**src/rtl/srt4_pkg.sv**
```systemverilog
package srt4_pkg;

   // Signed quotient digit: sign, nonzero, magnitude two (don't-care when zero)
   typedef struct packed {
      logic neg;
      logic nz;
      logic two;
   } srt_digit_t;

   typedef enum logic [1:0] {
      ST_IDLE = 2'd0,
      ST_RUN  = 2'd1,
      ST_FIN  = 2'd2
   } srt_state_t;

endpackage

```
**src/rtl/srt4_lzc.sv**
```systemverilog
module srt4_lzc #(
   parameter int W  = 16,
   parameter int SW = $clog2(W)
) (
   input  logic [W-1:0]  val,
   output logic [SW-1:0] cnt
);

   generate
      if (W < 2) begin : g_bad_width
         $error("srt4_lzc: W must be at least 2");
      end
   endgenerate

   // Highest set bit wins; a zero input reports zero.
   always_comb begin
      cnt = '0;
      for (int i = 0; i < W; i++) begin
         if (val[i]) cnt = SW'(W - 1 - i);
      end
   end

endmodule

```
**src/rtl/srt4_digit_sel.sv**
```systemverilog
module srt4_digit_sel
   import srt4_pkg::*;
(
   input  logic [5:0]  est,   // sign, 2 integer bits, 3 fraction bits
   input  logic [2:0]  dtop,  // divisor bits after the leading one
   output srt_digit_t  dig
);

   logic [4:0] mag;
   logic [4:0] t_one;
   logic [4:0] t_two;

   always_comb begin
      // Ones-complement fold: a negative estimate maps onto the same
      // comparisons as a positive one, because both thresholds sit on the grid.
      mag   = est[4:0] ^ {5{est[5]}};
      t_one = dtop[2] ? 5'd3 : 5'd2;
      case (dtop)
         3'd0:    t_two = 5'd6;
         3'd1:    t_two = 5'd7;
         3'd2:    t_two = 5'd8;
         3'd3:    t_two = 5'd8;
         3'd4:    t_two = 5'd9;
         3'd5:    t_two = 5'd10;
         3'd6:    t_two = 5'd10;
         default: t_two = 5'd11;
      endcase
      dig.neg = est[5];
      dig.nz  = (mag >= t_one);
      dig.two = (mag >= t_two);
   end

endmodule

```
**src/rtl/srt4_step.sv**
```systemverilog
module srt4_step
   import srt4_pkg::*;
#(
   parameter int PW = 35
) (
   input  logic [PW-1:0] p_cur,
   input  logic [PW-1:0] dvs,
   input  srt_digit_t    dig,
   output logic [PW-1:0] p_nxt
);

   logic [PW-1:0] mult;
   logic [PW-1:0] addend;
   logic [PW-1:0] sum;
   logic [PW-1:0] keep;

   always_comb begin
      mult   = dig.two ? (dvs << 1) : dvs;
      // remainder minus digit*divisor: a positive digit subtracts
      addend = dig.neg ? mult : (~mult + 1'b1);
      sum    = p_cur + addend;
      // zero digit bypasses the adder, so a wrong 'two' there is harmless
      keep   = dig.nz ? sum : p_cur;
      p_nxt  = keep << 2;
   end

endmodule

```
**src/rtl/srt4_divider.sv**
```systemverilog
module srt4_divider
   import srt4_pkg::*;
#(
   parameter int W = 16
) (
   input  logic         clk,
   input  logic         rst_n,
   input  logic         start,
   input  logic [W-1:0] dividend,
   input  logic [W-1:0] divisor,
   output logic         ready,
   output logic         valid,
   output logic [W-1:0] quotient,
   output logic [W-1:0] remainder,
   output logic         div_by_zero
);

   localparam int NI = W / 2 + 1;       // digits, one extra for headroom
   localparam int PW = 2 * W + 3;       // signed partial remainder width
   localparam int SW = $clog2(W);
   localparam int CW = $clog2(NI + 1);

   generate
      if ((W % 2) != 0 || W < 4) begin : g_bad_width
         $error("srt4_divider: W must be even and at least 4");
      end
   endgenerate

   srt_state_t    state;
   logic [PW-1:0] p_q;
   logic [PW-1:0] dsc_q;
   logic [SW-1:0] sh_q;
   logic [W-1:0]  qp_q, qn_q;
   logic [CW-1:0] cnt_q;
   logic [W-1:0]  a_q, b_q;
   logic          zero_q;

   logic [SW-1:0] lz;
   logic [PW-1:0] p_load, d_load, p_nxt;
   srt_digit_t    dig;
   logic [1:0]    dmag;

   srt4_lzc #(.W(W), .SW(SW)) u_lzc (
      .val (divisor),
      .cnt (lz)
   );

   assign p_load = {{(PW-W){1'b0}}, dividend} << lz;
   assign d_load = ({{(PW-W){1'b0}}, divisor} << lz) << W;

   srt4_digit_sel u_sel (
      .est  (p_q[2*W+2 -: 6]),
      .dtop (dsc_q[2*W-2 -: 3]),
      .dig  (dig)
   );

   srt4_step #(.PW(PW)) u_step (
      .p_cur (p_q),
      .dvs   (dsc_q),
      .dig   (dig),
      .p_nxt (p_nxt)
   );

   assign dmag = dig.nz ? (dig.two ? 2'd2 : 2'd1) : 2'd0;

   // Final conversion and correction
   logic [PW-1:0] r_full, r_fix;
   logic [W-1:0]  q_fin, r_fin;

   always_comb begin
      r_full = $signed(p_q) >>> (W + 2);
      if (r_full[PW-1]) begin
         r_fix = r_full + (dsc_q >> W);
         q_fin = qp_q - qn_q - 1'b1;
      end else begin
         r_fix = r_full;
         q_fin = qp_q - qn_q;
      end
      r_fin = W'(r_fix >> sh_q);
   end

   always_ff @(posedge clk or negedge rst_n) begin
      if (!rst_n) begin
         state       <= ST_IDLE;
         p_q         <= '0;
         dsc_q       <= '0;
         sh_q        <= '0;
         qp_q        <= '0;
         qn_q        <= '0;
         cnt_q       <= '0;
         a_q         <= '0;
         b_q         <= '0;
         zero_q      <= 1'b0;
         valid       <= 1'b0;
         quotient    <= '0;
         remainder   <= '0;
         div_by_zero <= 1'b0;
      end else begin
         valid <= 1'b0;
         case (state)
            ST_IDLE: begin
               if (start) begin
                  a_q    <= dividend;
                  b_q    <= divisor;
                  sh_q   <= lz;
                  p_q    <= p_load;
                  dsc_q  <= d_load;
                  qp_q   <= '0;
                  qn_q   <= '0;
                  cnt_q  <= CW'(NI);
                  zero_q <= (divisor == '0);
                  state  <= (divisor == '0) ? ST_FIN : ST_RUN;
               end
            end
            ST_RUN: begin
               p_q   <= p_nxt;
               qp_q  <= {qp_q[W-3:0], dig.neg ? 2'd0 : dmag};
               qn_q  <= {qn_q[W-3:0], dig.neg ? dmag : 2'd0};
               cnt_q <= cnt_q - 1'b1;
               if (cnt_q == CW'(1)) state <= ST_FIN;
            end
            ST_FIN: begin
               valid <= 1'b1;
               state <= ST_IDLE;
               if (zero_q) begin
                  quotient    <= '1;
                  remainder   <= a_q;
                  div_by_zero <= 1'b1;
               end else begin
                  quotient    <= q_fin;
                  remainder   <= r_fin;
                  div_by_zero <= 1'b0;
               end
            end
            default: state <= ST_IDLE;
         endcase
      end
   end

   assign ready = (state == ST_IDLE);

   // ---------------- assertions ----------------
   logic [PW-1:0]  p_abs;
   logic [PW+2:0]  bound_lhs, bound_rhs;
   logic [2*W:0]   recon;

   assign p_abs     = p_q[PW-1] ? (~p_q + 1'b1) : p_q;
   assign bound_lhs = {3'b000, p_abs} + {2'b00, p_abs, 1'b0};
   assign bound_rhs = {dsc_q, 3'b000};
   assign recon     = ({{(W+1){1'b0}}, quotient} * {{(W+1){1'b0}}, b_q})
                      + {{(W+1){1'b0}}, remainder};


   rem_bound_chk: assert property (@(posedge clk) disable iff (!rst_n)
      (state == ST_RUN) |-> (bound_lhs <= bound_rhs));


   exact_result_chk: assert property (@(posedge clk) disable iff (!rst_n)
      (valid && !div_by_zero) |-> (recon == {{(W+1){1'b0}}, a_q} && remainder < b_q));


   valid_pulse_chk: assert property (@(posedge clk) disable iff (!rst_n)
      valid |=> !valid);


   busy_after_start_chk: assert property (@(posedge clk) disable iff (!rst_n)
      (start && ready) |=> !ready);


   outputs_hold_chk: assert property (@(posedge clk) disable iff (!rst_n)
      !valid |-> ($stable(quotient) && $stable(remainder) && $stable(div_by_zero)));

endmodule

```
**config.mk**
```make
export PLATFORM = sky130hd
export DESIGN_NAME = srt4_divider
export DESIGN_NICKNAME = d
export VERILOG_FILES = /design/src/rtl/srt4_pkg.sv /design/src/rtl/srt4_lzc.sv /design/src/rtl/srt4_digit_sel.sv /design/src/rtl/srt4_step.sv /design/src/rtl/srt4_divider.sv
export SDC_FILE = /design/constraint.sdc
export NUM_CORES = 1
export LEC_CHECK = 0
export ABC_AREA = 0
export BUFFER_PORTS_ARGS = -buffer_cell sky130_fd_sc_hd__buf_2
export CAP_MARGIN = 0
export CORE_MARGIN = 1.5
export CORE_UTILIZATION = 40
export CTS_BUF_LIST = sky130_fd_sc_hd__clkbuf_2 sky130_fd_sc_hd__clkbuf_4 sky130_fd_sc_hd__clkbuf_8
export DETAILED_ROUTE_END_ITERATION = 7
export GPL_TIMING_DRIVEN = 0
export PLACE_DENSITY = 0.62
export SLEW_MARGIN = 20
export SYNTH_ARGS = -nofsm -noshare
export SYNTH_HDL_FRONTEND = slang
export SYNTH_SLANG_ARGS = --single-unit
```
**constraint.sdc**
```tcl
create_clock -name clk -period 16.25 [get_ports clk]
set_input_delay 0.8125 -clock clk [delete_from_list [all_inputs] [get_ports clk]]
set_output_delay 0.8125 -clock clk [all_outputs]
set_load 0.005 [all_outputs]
```
Yosys cells after proc, flatten, opt, wreduce, memory -nomap -nowiden --
Cells that the tools add are included.
Word-level totals: word-level logic and storage cells 88, bits in registers 147, input bits 35, output and inout bits 35
Cells by class: $lt $le $gt $ge 2, reductions and logical operators 9, $add $sub $neg 6, eq/ne operators 11, bitwise gates (word level) 2, shift-type cells 3, multiplexer cells 42
Operators by type and width (number):
- 2-to-1 mux 33 bit | 3
- 2-to-1 mux 35 bit | 2
- one-hot mux 35 bit (2 select lines) | 1
- 2-to-1 mux 4 bit | 17
- 2-to-1 mux 16 bit | 4
- one-hot mux 16 bit (2 select lines) | 2
- << shifter 16 x 4 -> 35 bit | 1
- right shift 35 x 4 -> 16 bit | 1
- adder 33 x 1 -> 33 bit, second input constant | 1
- adder 33 bit | 1
- inverter 33 bit | 1
- adder 17 x 20 -> 21 bit | 1
- one-hot mux 4 bit (5 select lines) | 1
- << shifter 16 x 4 -> 19 bit | 1
- logical NOT 16 bit | 1
- subtractor 16 x 1 -> 16 bit, second input constant | 1
- subtractor 16 bit | 1
- 2-to-1 mux 2 bit | 7
- == test 3 bit, second input constant | 3
- one-hot mux 4 bit (2 select lines) | 1
- == test 3 x 2 -> 1 bit, second input constant | 2
- AND reduction 2 bit | 3
- >= comparator 5 x 4 -> 1 bit | 1
- >= comparator 5 bit | 1
- other kinds (13) | 17

Depth between registers and ports, before layout --
Gate-level depths: netlist of run 1.
depth after elaboration 19, depth in mapped cells 29, gate-level depth less buffers 23

By module --
From an unflattened synthesis of run 1, not the netlist that was laid out.
Unflattened totals: cells, all modules 1898, area total of the unflattened synthesis 15095.7 µm²
Modules (own cells, without submodules):
- srt4_divider | cells an instance 1229, instances 1, area each 10686.5 µm², sequential area each 3678.5 µm²
- srt4_step | cells an instance 608, instances 1, area each 3993.8 µm², sequential area each 0.0 µm²
- srt4_digit_sel | cells an instance 30, instances 1, area each 236.5 µm², sequential area each 0.0 µm²
- srt4_lzc | cells an instance 31, instances 1, area each 178.9 µm², sequential area each 0.0 µm²

Worst setup path before layout of run 1 --
OpenSTA, ideal clock, no wires.
path type register -> register, start point register p_q[34], end point register p_q[32], data arrival time 5.833 ns, library setup time 0.083 ns, period minus slack after synthesis 5.916 ns, required time 16.167 ns, buffers on the path 7, path slack 10.334 ns, cell stages (with the launch flop) 30, cells stage by stage dfrtp_1 buf_2 buf_2 clkbuf_1 clkbuf_1 buf_1 xnor2_1 ha_1 nand2b_1 a211oi_1 o21ai_1 clkbuf_1 buf_1 mux2i_1 ha_1 nand2_1 a21oi_1 nand3_1 a32o_1 o21ai_0 ha_1 o21a_1 a211oi_1 o31a_1 a21oi_1 a21o_1 a21oi_1 xnor2_1 mux2i_1 o21ai_0
Between the ends: cells in the longest elaborated chain, start to end 9, elaborated cells on any way between the ends 10, classes of those cells add/sub (2); order compare (2); mux (4); bitwise (2)
Ends and longest elaborated chain:
- from (decl) | line srt4_divider.sv:30 | logic [PW-1:0] p_q;
- from (signal assigned) | line srt4_divider.sv:106 | p_q <= p_load;
- from (signal assigned) | line srt4_divider.sv:116 | p_q <= p_nxt;
- bitwise XOR 5 bit | line srt4_digit_sel.sv:16 | mag = est[4:0] ^ {5{est[5]}};
- >= comparator 5 x 4 -> 1 bit | line srt4_digit_sel.sv:30 | dig.two = (mag >= t_two);
- 2-to-1 mux 33 bit | line srt4_step.sv:18 | mult = dig.two ? (dvs << 1) : dvs;
- inverter 33 bit | line srt4_step.sv:20 | addend = dig.neg ? mult : (~mult + 1'b1);
- adder 33 x 1 -> 33 bit | line srt4_step.sv:20
- 2-to-1 mux 33 bit | line srt4_step.sv:20
- adder 33 bit | line srt4_step.sv:21 | sum = p_cur + addend;
- 2-to-1 mux 33 bit (*) | line srt4_step.sv:23 | keep = dig.nz ? sum : p_cur;
- one-hot mux 35 bit (2 select lines) (*) | line srt4_divider.sv:100 | case (state)
Every way passes the cells marked *; elsewhere a longest branch is shown, timed or not. A chain may end at the register's enable or synchronous reset.

Worst setup path after layout of run 1 --
Ends and elaborated chain as after synthesis.

==> flow_metrics.py, run 1 <==
metrics = {
    "outcome": {
        "status": "finished clean",
    },
    "synthesis": {
        "async_reset_ff_frac": 1.000,
        "syn_area_sq_um": 12810,
        "synthSimpleGateAreaFrac": 0.1842,
        "yosysSeqAreaShare": 0.2871,
        "synth_nets": 1650,
        "synth_compound_area_frac": 0.2821,
        "syn_area_per_cell_sq_um": 8.260,
        "synthXorXnorAreaFrac": 0.03487,
        "post_synth_fa_ha_maj_area_fraction": 0.06426,
        "synthMuxAreaShare": 0.09571,
        "synth_seq_cells": 147,
        "syn_inst": 1551,
        "ys.warnings.count": 0,
        "synth.distinct_cells": 97,
        "synth_edf_count": 0,
        "synth_top_family_by_area": "compound AO/OA/AOI/OAI gates",
        "synthFlopType": "dfrtp_1",
    },
    "critical_path": {
        "r2r_slack_ns": 8.01,
        "worstPathArrival_ns": 8.63,
        "worstSetupPathType": "register to register",
        "crit_fanout": 10,
        "cp-end-kind": "register",
        "cpPeakStageDelay_ns": 0.59,
        "worstSetupStartpointType": "register",
        "crit_path_top_delay_cell": "clkbuf_1",
        "critical_path_required_ns": 16.65,
        "ff2ff_path_depth": 29,
        "timing.rr.start": "p_q[34]$_DFFE_PN0P_",
        "r2r_end": "p_q[32]$_DFFE_PN0P_",
    },
    "global_route": {
        "grt_max_degree": 98,
        "antenna_found_initial": 0,
        "grt_usage": 0.2760,
        "grt_pass1_wl_microns": 70610,
        "grt_pass1_vias": 12228,
        "overflow": 0,
    },
    "timing": {
        "worstMarginPinSlew_ns": 0.9832,
        "fin_crit_sh": 0.5069,
        "relSlewSlack": 0.3445,
        "rsz0062_at_grt": "false",
        "fmax_mhz": 121.4,
        "final-max-slew-violation-count": 0,
        "setup_viol": 0,
        "period_needed_ns": 8.236,
        "finalClockSkew_ns": 0.02303,
        "tns_ns": 0,
        "hold_viol": 0,
    },
    "cells_and_area": {
        "nets": 1739,
        "final_area_sq_um": 14090,
        "num_antenna_cells": 0,
        "drive_above_1_share": 0.1198,
        "area_growth_pct": 9.962,
        "fin_util": 0.4464,
    },
    "drt": {
        "drt_iter0_drc": 1387,
        "drt_first_pass_iters": 5,
        "vias_per_cell": 6.323,
        "drt_wl_total_microns": 45280,
        "drc": 0,
        "vias": 12994,
        "wl_per_cell_microns": 22.03,
        "antenna_left": 0,
    },
    "clock_tree": {
        "clk_latency_ns": 0.49,
        "clkSlewWorstSetupHoldPaths_ns": 0.11,
        "cts_resized": 0,
        "post_cts_buffers": 0,
        "cts.sinks": 147,
        "cts.htree.levels": 4,
        "cts.path.max_buffers": 2,
        "cts_hold_buffers": 0,
        "cts-root-buf": "clkbuf_8",
        "cts_tree": "done",
        "cts_made_buffers": 17,
    },
    "floorplanning": {
        "die_area_sq_um": 33110,
        "start_util": 0.4060,
        "ios": 70,
        "die_h_microns": 182.0,
        "rows": 65,
        "die_w_microns": 182.0,
        "core_area_sq_um": 31560,
    },
    "run": {
        "max_cap_viol_count": 0,
    },
    "placement": {
        "dpl.hpwl_microns": 35110,
        "gp_congestion": 0.9935,
        "portBuffers": 69,
        "post_dp_cell_area_sq_um": 13700,
    },
    "min_path": {
        "hold_path.class": "primary input to async pin",
    },
}
-- stage by stage --
stage | instances | hold WS, ns | setup slack, ns
floorplan | 1551 | 0.4379 | 10.33
global placement | 2022 | 0.4629 | 8.148
detailed placement | 2023 | 0.4694 | 8.120
CTS | 2055 | 0.2544 | 8.065
global route | 2055 | 0.2701 | 7.444
finish | 2055 | 0.2459 | 8.014
-- state kept, by name, summed over array words and instances (netlist names) --
| name | cells |
|---|---|
| dsc_q | 19 |
| remainder | 16 |
| qn_q | 16 |
| quotient | 16 |
| state | 2 |
| sh_q | 4 |
| a_q | 16 |
| valid | 1 |
| div_by_zero | 1 |
| p_q | 35 |
| cnt_q | 4 |
| zero_q | 1 |
| qp_q | 16 |
-- synthesized netlist by cell type, types with 13 or more instances --
| cell type | count | area share |
|---|---|---|
| clkbuf_1 | 69 | 0.020 |
| ha_1 | 61 | 0.060 |
| or3_1 | 18 | 0.0088 |
| nand2_1 | 173 | 0.051 |
| buf_1 | 18 | 0.0053 |
| a22oi_1 | 13 | 0.0076 |
| a21oi_1 | 121 | 0.047 |
| buf_2 | 14 | 0.0055 |
| xor2_1 | 18 | 0.012 |
| mux4_2 | 24 | 0.042 |
| a21o_1 | 21 | 0.012 |
| nor3_1 | 32 | 0.013 |
| o21a_1 | 22 | 0.013 |
| nor2_1 | 135 | 0.040 |
| a31oi_1 | 23 | 0.011 |
| nand3_1 | 44 | 0.017 |
| mux2i_1 | 55 | 0.043 |
| o211ai_1 | 24 | 0.014 |
| a22o_1 | 19 | 0.013 |
| dfrtp_1 | 147 | 0.29 |
| o21ai_0 | 95 | 0.037 |
| inv_1 | 56 | 0.016 |
| xnor2_1 | 33 | 0.023 |
| a211oi_1 | 21 | 0.012 |
| nor2b_1 | 13 | 0.0063 |
| o22ai_1 | 40 | 0.020 |
-- worst max path at each step --
stage / start / endpoint / depth (start not counted)
3_3_place_gp: p_q[34]$_DFFE_PN0P_ / p_q[32]$_DFFE_PN0P_ / 29
5_1_grt: p_q[34]$_DFFE_PN0P_ / p_q[32]$_DFFE_PN0P_ / 29
4_1_cts: p_q[34]$_DFFE_PN0P_ / p_q[32]$_DFFE_PN0P_ / 29
3_5_place_dp: p_q[34]$_DFFE_PN0P_ / p_q[32]$_DFFE_PN0P_ / 29
2_1_floorplan: p_q[34]$_DFFE_PN0P_ / p_q[32]$_DFFE_PN0P_ / 29
6_report: p_q[34]$_DFFE_PN0P_ / p_q[32]$_DFFE_PN0P_ / 29
-- critical path: cells and delay by family (launching register included) --
family / cells / cell delay (ns)
buffers and inverters: 7 / 3.24
AOI/OAI and AO/OA: 12 / 2.33
adders and majority gates: 3 / 0.98
DFF: 1 / 0.50
muxes: 2 / 0.45
xor gates and xnor gates: 2 / 0.36
and+or+nand+nor: 3 / 0.27
-- area by class of cell --
class	instances	area, sq um
Buffer	106	441.7
Clock buffer	22	290.3
Clock inverter	10	100.1
Fill cell	3208	17470
Inverter	59	221.5
Multi-Input combinational cell	1239	8469
Sequential cell	147	3679
Tap cell	402	503.0
Timing Repair Buffer	70	382.9
-- logic make-up (layout without fill, tap and decap cells) --
| group | after synthesis | in the layout |
|---|---|---|
| adder cells (fa/ha/maj) | 64 | 64 |
| AO/OA/AOI/OAI | 531 | 531 |
| buffers and inverters | 165 | 267 |
| XOR/XNOR | 51 | 51 |
| flip-flops | 147 | 147 |
| AND/OR/NAND/NOR | 502 | 502 |
| multiplexers | 91 | 91 |
-- layout by cell type (no fill, tap or decap), types with 24 or more instances in the layout --
cell,n
mux4_2,24
nor2_1,135
o21ai_0,95
xnor2_1,33
mux2i_1,55
nand2_1,173
o22ai_1,40
clkbuf_1,69
nor3_1,32
buf_2,82
o211ai_1,24
a21oi_1,121
ha_1,61
nand3_1,44
dfrtp_1,147
inv_1,56
-- routing by layer --
metal | track usage | up-vias | routed length [microns]
li1 | - | 5981 | -
met1 | 0.3939 | 6303 | 21110
met2 | 0.4229 | 613 | 19610
met3 | 0.03931 | 97 | 3077
met4 | 0.1041 | 0 | 1486
met5 | 0 | - | 0
Power of run 1 is not shown: default switching activity piles up to over one toggle a cycle in this logic, so the estimate is an artifact.
==> inputs of run 2 (changes only) <==
- PLACE_DENSITY: 0.62 -> 0.64
- clock period: 16.25 -> 7.5 ns (I/O delays scaled with it)
==> flow_metrics.py, run 2 (synthesized netlist as in run 1, its figures left out) <==
metrics = {
    "timing": {
        "fin_worst_hold_slack_ns": 0.1991,
        "finalClockSkew_ns": 0.01794,
        "hold_viol": 0,
        "worstMarginPinSlew_ns": 0.9659,
        "fmax_mhz": 146.0,
        "tns_ns": 0,
        "setup_ws_ns": 0.6526,
        "setup_viol": 0,
        "final-max-slew-violation-count": 0,
        "fin_crit_sh": 0.9130,
        "period_needed_ns": 6.847,
        "relSlewSlack": 0.3560,
        "rsz0062_at_grt": "false",
    },
    "placement": {
        "gp_congestion": 0.9696,
        "place_ws_ns": -0.7653,
        "dpl.hpwl_microns": 35200,
        "post_dp_cell_area_sq_um": 13700,
        "portBuffers": 69,
    },
    "floorplanning": {
        "die_area_sq_um": 33110,
        "core_area_sq_um": 31560,
        "rows": 65,
        "die_w_microns": 182.0,
        "start_util": 0.4060,
        "die_h_microns": 182.0,
        "ios": 70,
    },
    "global_route": {
        "overflow": 0,
        "grt_pass1_wl_microns": 71100,
        "grt_usage": 0.2752,
        "grt_max_degree": 87,
        "grt_pass1_vias": 12471,
        "antenna_found_initial": 0,
    },
    "clock_tree": {
        "clk_latency_ns": 0.48,
        "cts-root-buf": "clkbuf_8",
        "cts_tree": "done",
        "cts.htree.levels": 4,
        "cts_made_buffers": 17,
        "clkSlewWorstSetupHoldPaths_ns": 0.10,
        "cts.path.max_buffers": 2,
        "cts.sinks": 147,
    },
    "critical_path": {
        "worstPathArrival_ns": 7.19,
        "cpPeakStageDelay_ns": 0.53,
        "critical_path_required_ns": 7.85,
        "critical_path.most_common_cell": "ha_1",
        "crit_path_top_delay_cell": "clkbuf_1",
        "worstSetupStartpointType": "register",
        "worstSetupPathType": "register to register",
        "cp-end-kind": "register",
        "crit_fanout": 28,
    },
    "drt": {
        "drc": 0,
        "vias": 13145,
        "drt_iter0_drc": 1398,
        "drt_first_pass_iters": 6,
        "vias_per_cell": 6.400,
        "drt_wl_total_microns": 45490,
        "wl_per_cell_microns": 22.15,
        "antenna_left": 0,
    },
    "cells_and_area": {
        "num_antenna_cells": 0,
        "mostFrequentLayoutCell": "nand2_1",
        "largest_reg_flops": 35,
        "nets": 1738,
        "area_growth_pct": 10.23,
        "largestRegisters": "p_q: 35 flops, dsc_q: 19 flops",
        "fillCellCount": 3186,
        "mostFrequentLayoutCells": "nand2_1, dfrtp_1, nor2_1, a21oi_1, o21ai_0",
        "drive_above_1_share": 0.1211,
        "final_area_sq_um": 14120,
        "largest_register": "p_q",
    },
    "outcome": {
        "status": "finished clean",
    },
    "min_path": {
        "hold_path.class": "primary input to register",
    },
    "run": {
        "max_cap_viol_count": 0,
    },
}
-- run 2: final timing paths --
kind	startpoint	cells past startpoint	endpoint	slack [ns]
max reg2reg	p_q[34]$_DFFE_PN0P_	26	p_q[29]$_DFFE_PN0P_	0.65
min	dividend[8]	3	a_q[8]$_DFFE_PN0P_	0.20
min in group asynchronous	rst_n	2	valid$_DFF_PN0_	0.48
min reg2reg	div_by_zero$_DFFE_PN0P_	2	div_by_zero$_DFFE_PN0P_	0.49
max in group asynchronous	rst_n	3	dsc_q[29]$_DFFE_PN0P_	6.22
max	p_q[34]$_DFFE_PN0P_	26	p_q[29]$_DFFE_PN0P_	0.65
-- run 2: final cells by class --
class,count,area [sq um],share of cell area
multi-input cells,1239,8469,0.5998
flip-flops and latches,147,3679,0.2605
well taps,402,503.0,0.03562
plain buffers,104,439.2,0.03110
repair buffers,71,392.9,0.02782
clock buffers,17,234.0,0.01657
inverters,59,221.5,0.01568
clock inverters,15,182.7,0.01294
-- run 2: repair_timing --
item | CTS | global route
setup buffers | 0 | 0
endpoints found under the setup margin | 12 | 9
hold buffers | 1 | 0
gates resized for setup | 0 | 3
gates cloned | 0 | 0
endpoints found under the hold margin | 85 | 0
-- run 2: through the flow --
stage,utilization,std cells
2_1_floorplan,-,1551
3_3_place_gp,0.4329,2022
3_5_place_dp,0.4341,2023
4_1_cts,0.4473,2054
5_1_grt,0.4475,2054
6_report,0.4475,2054
-- run 2: critical path, delay by kind of cell (launching register included) --
| kind | cells | cell delay (ns) |
|---|---|---|
| adder cells (fa/ha/maj) | 3 | 0.83 |
| AO/OA/AOI/OAI | 9 | 1.94 |
| XOR/XNOR | 2 | 0.41 |
| flip-flops | 1 | 0.51 |
| multiplexers | 1 | 0.16 |
| buffers and inverters | 5 | 2.01 |
| AND/OR/NAND/NOR | 6 | 0.85 |
-- run 2: per-layer routing --
layer | track usage | vias to the layer above | wire [microns]
met5 | 0 | - | 0
met4 | 0.1068 | 0 | 1562
met3 | 0.04232 | 103 | 3522
met2 | 0.4191 | 625 | 19790
met1 | 0.3917 | 6419 | 20620
li1 | - | 5998 | -
Power of run 2 is left out for the same reason.
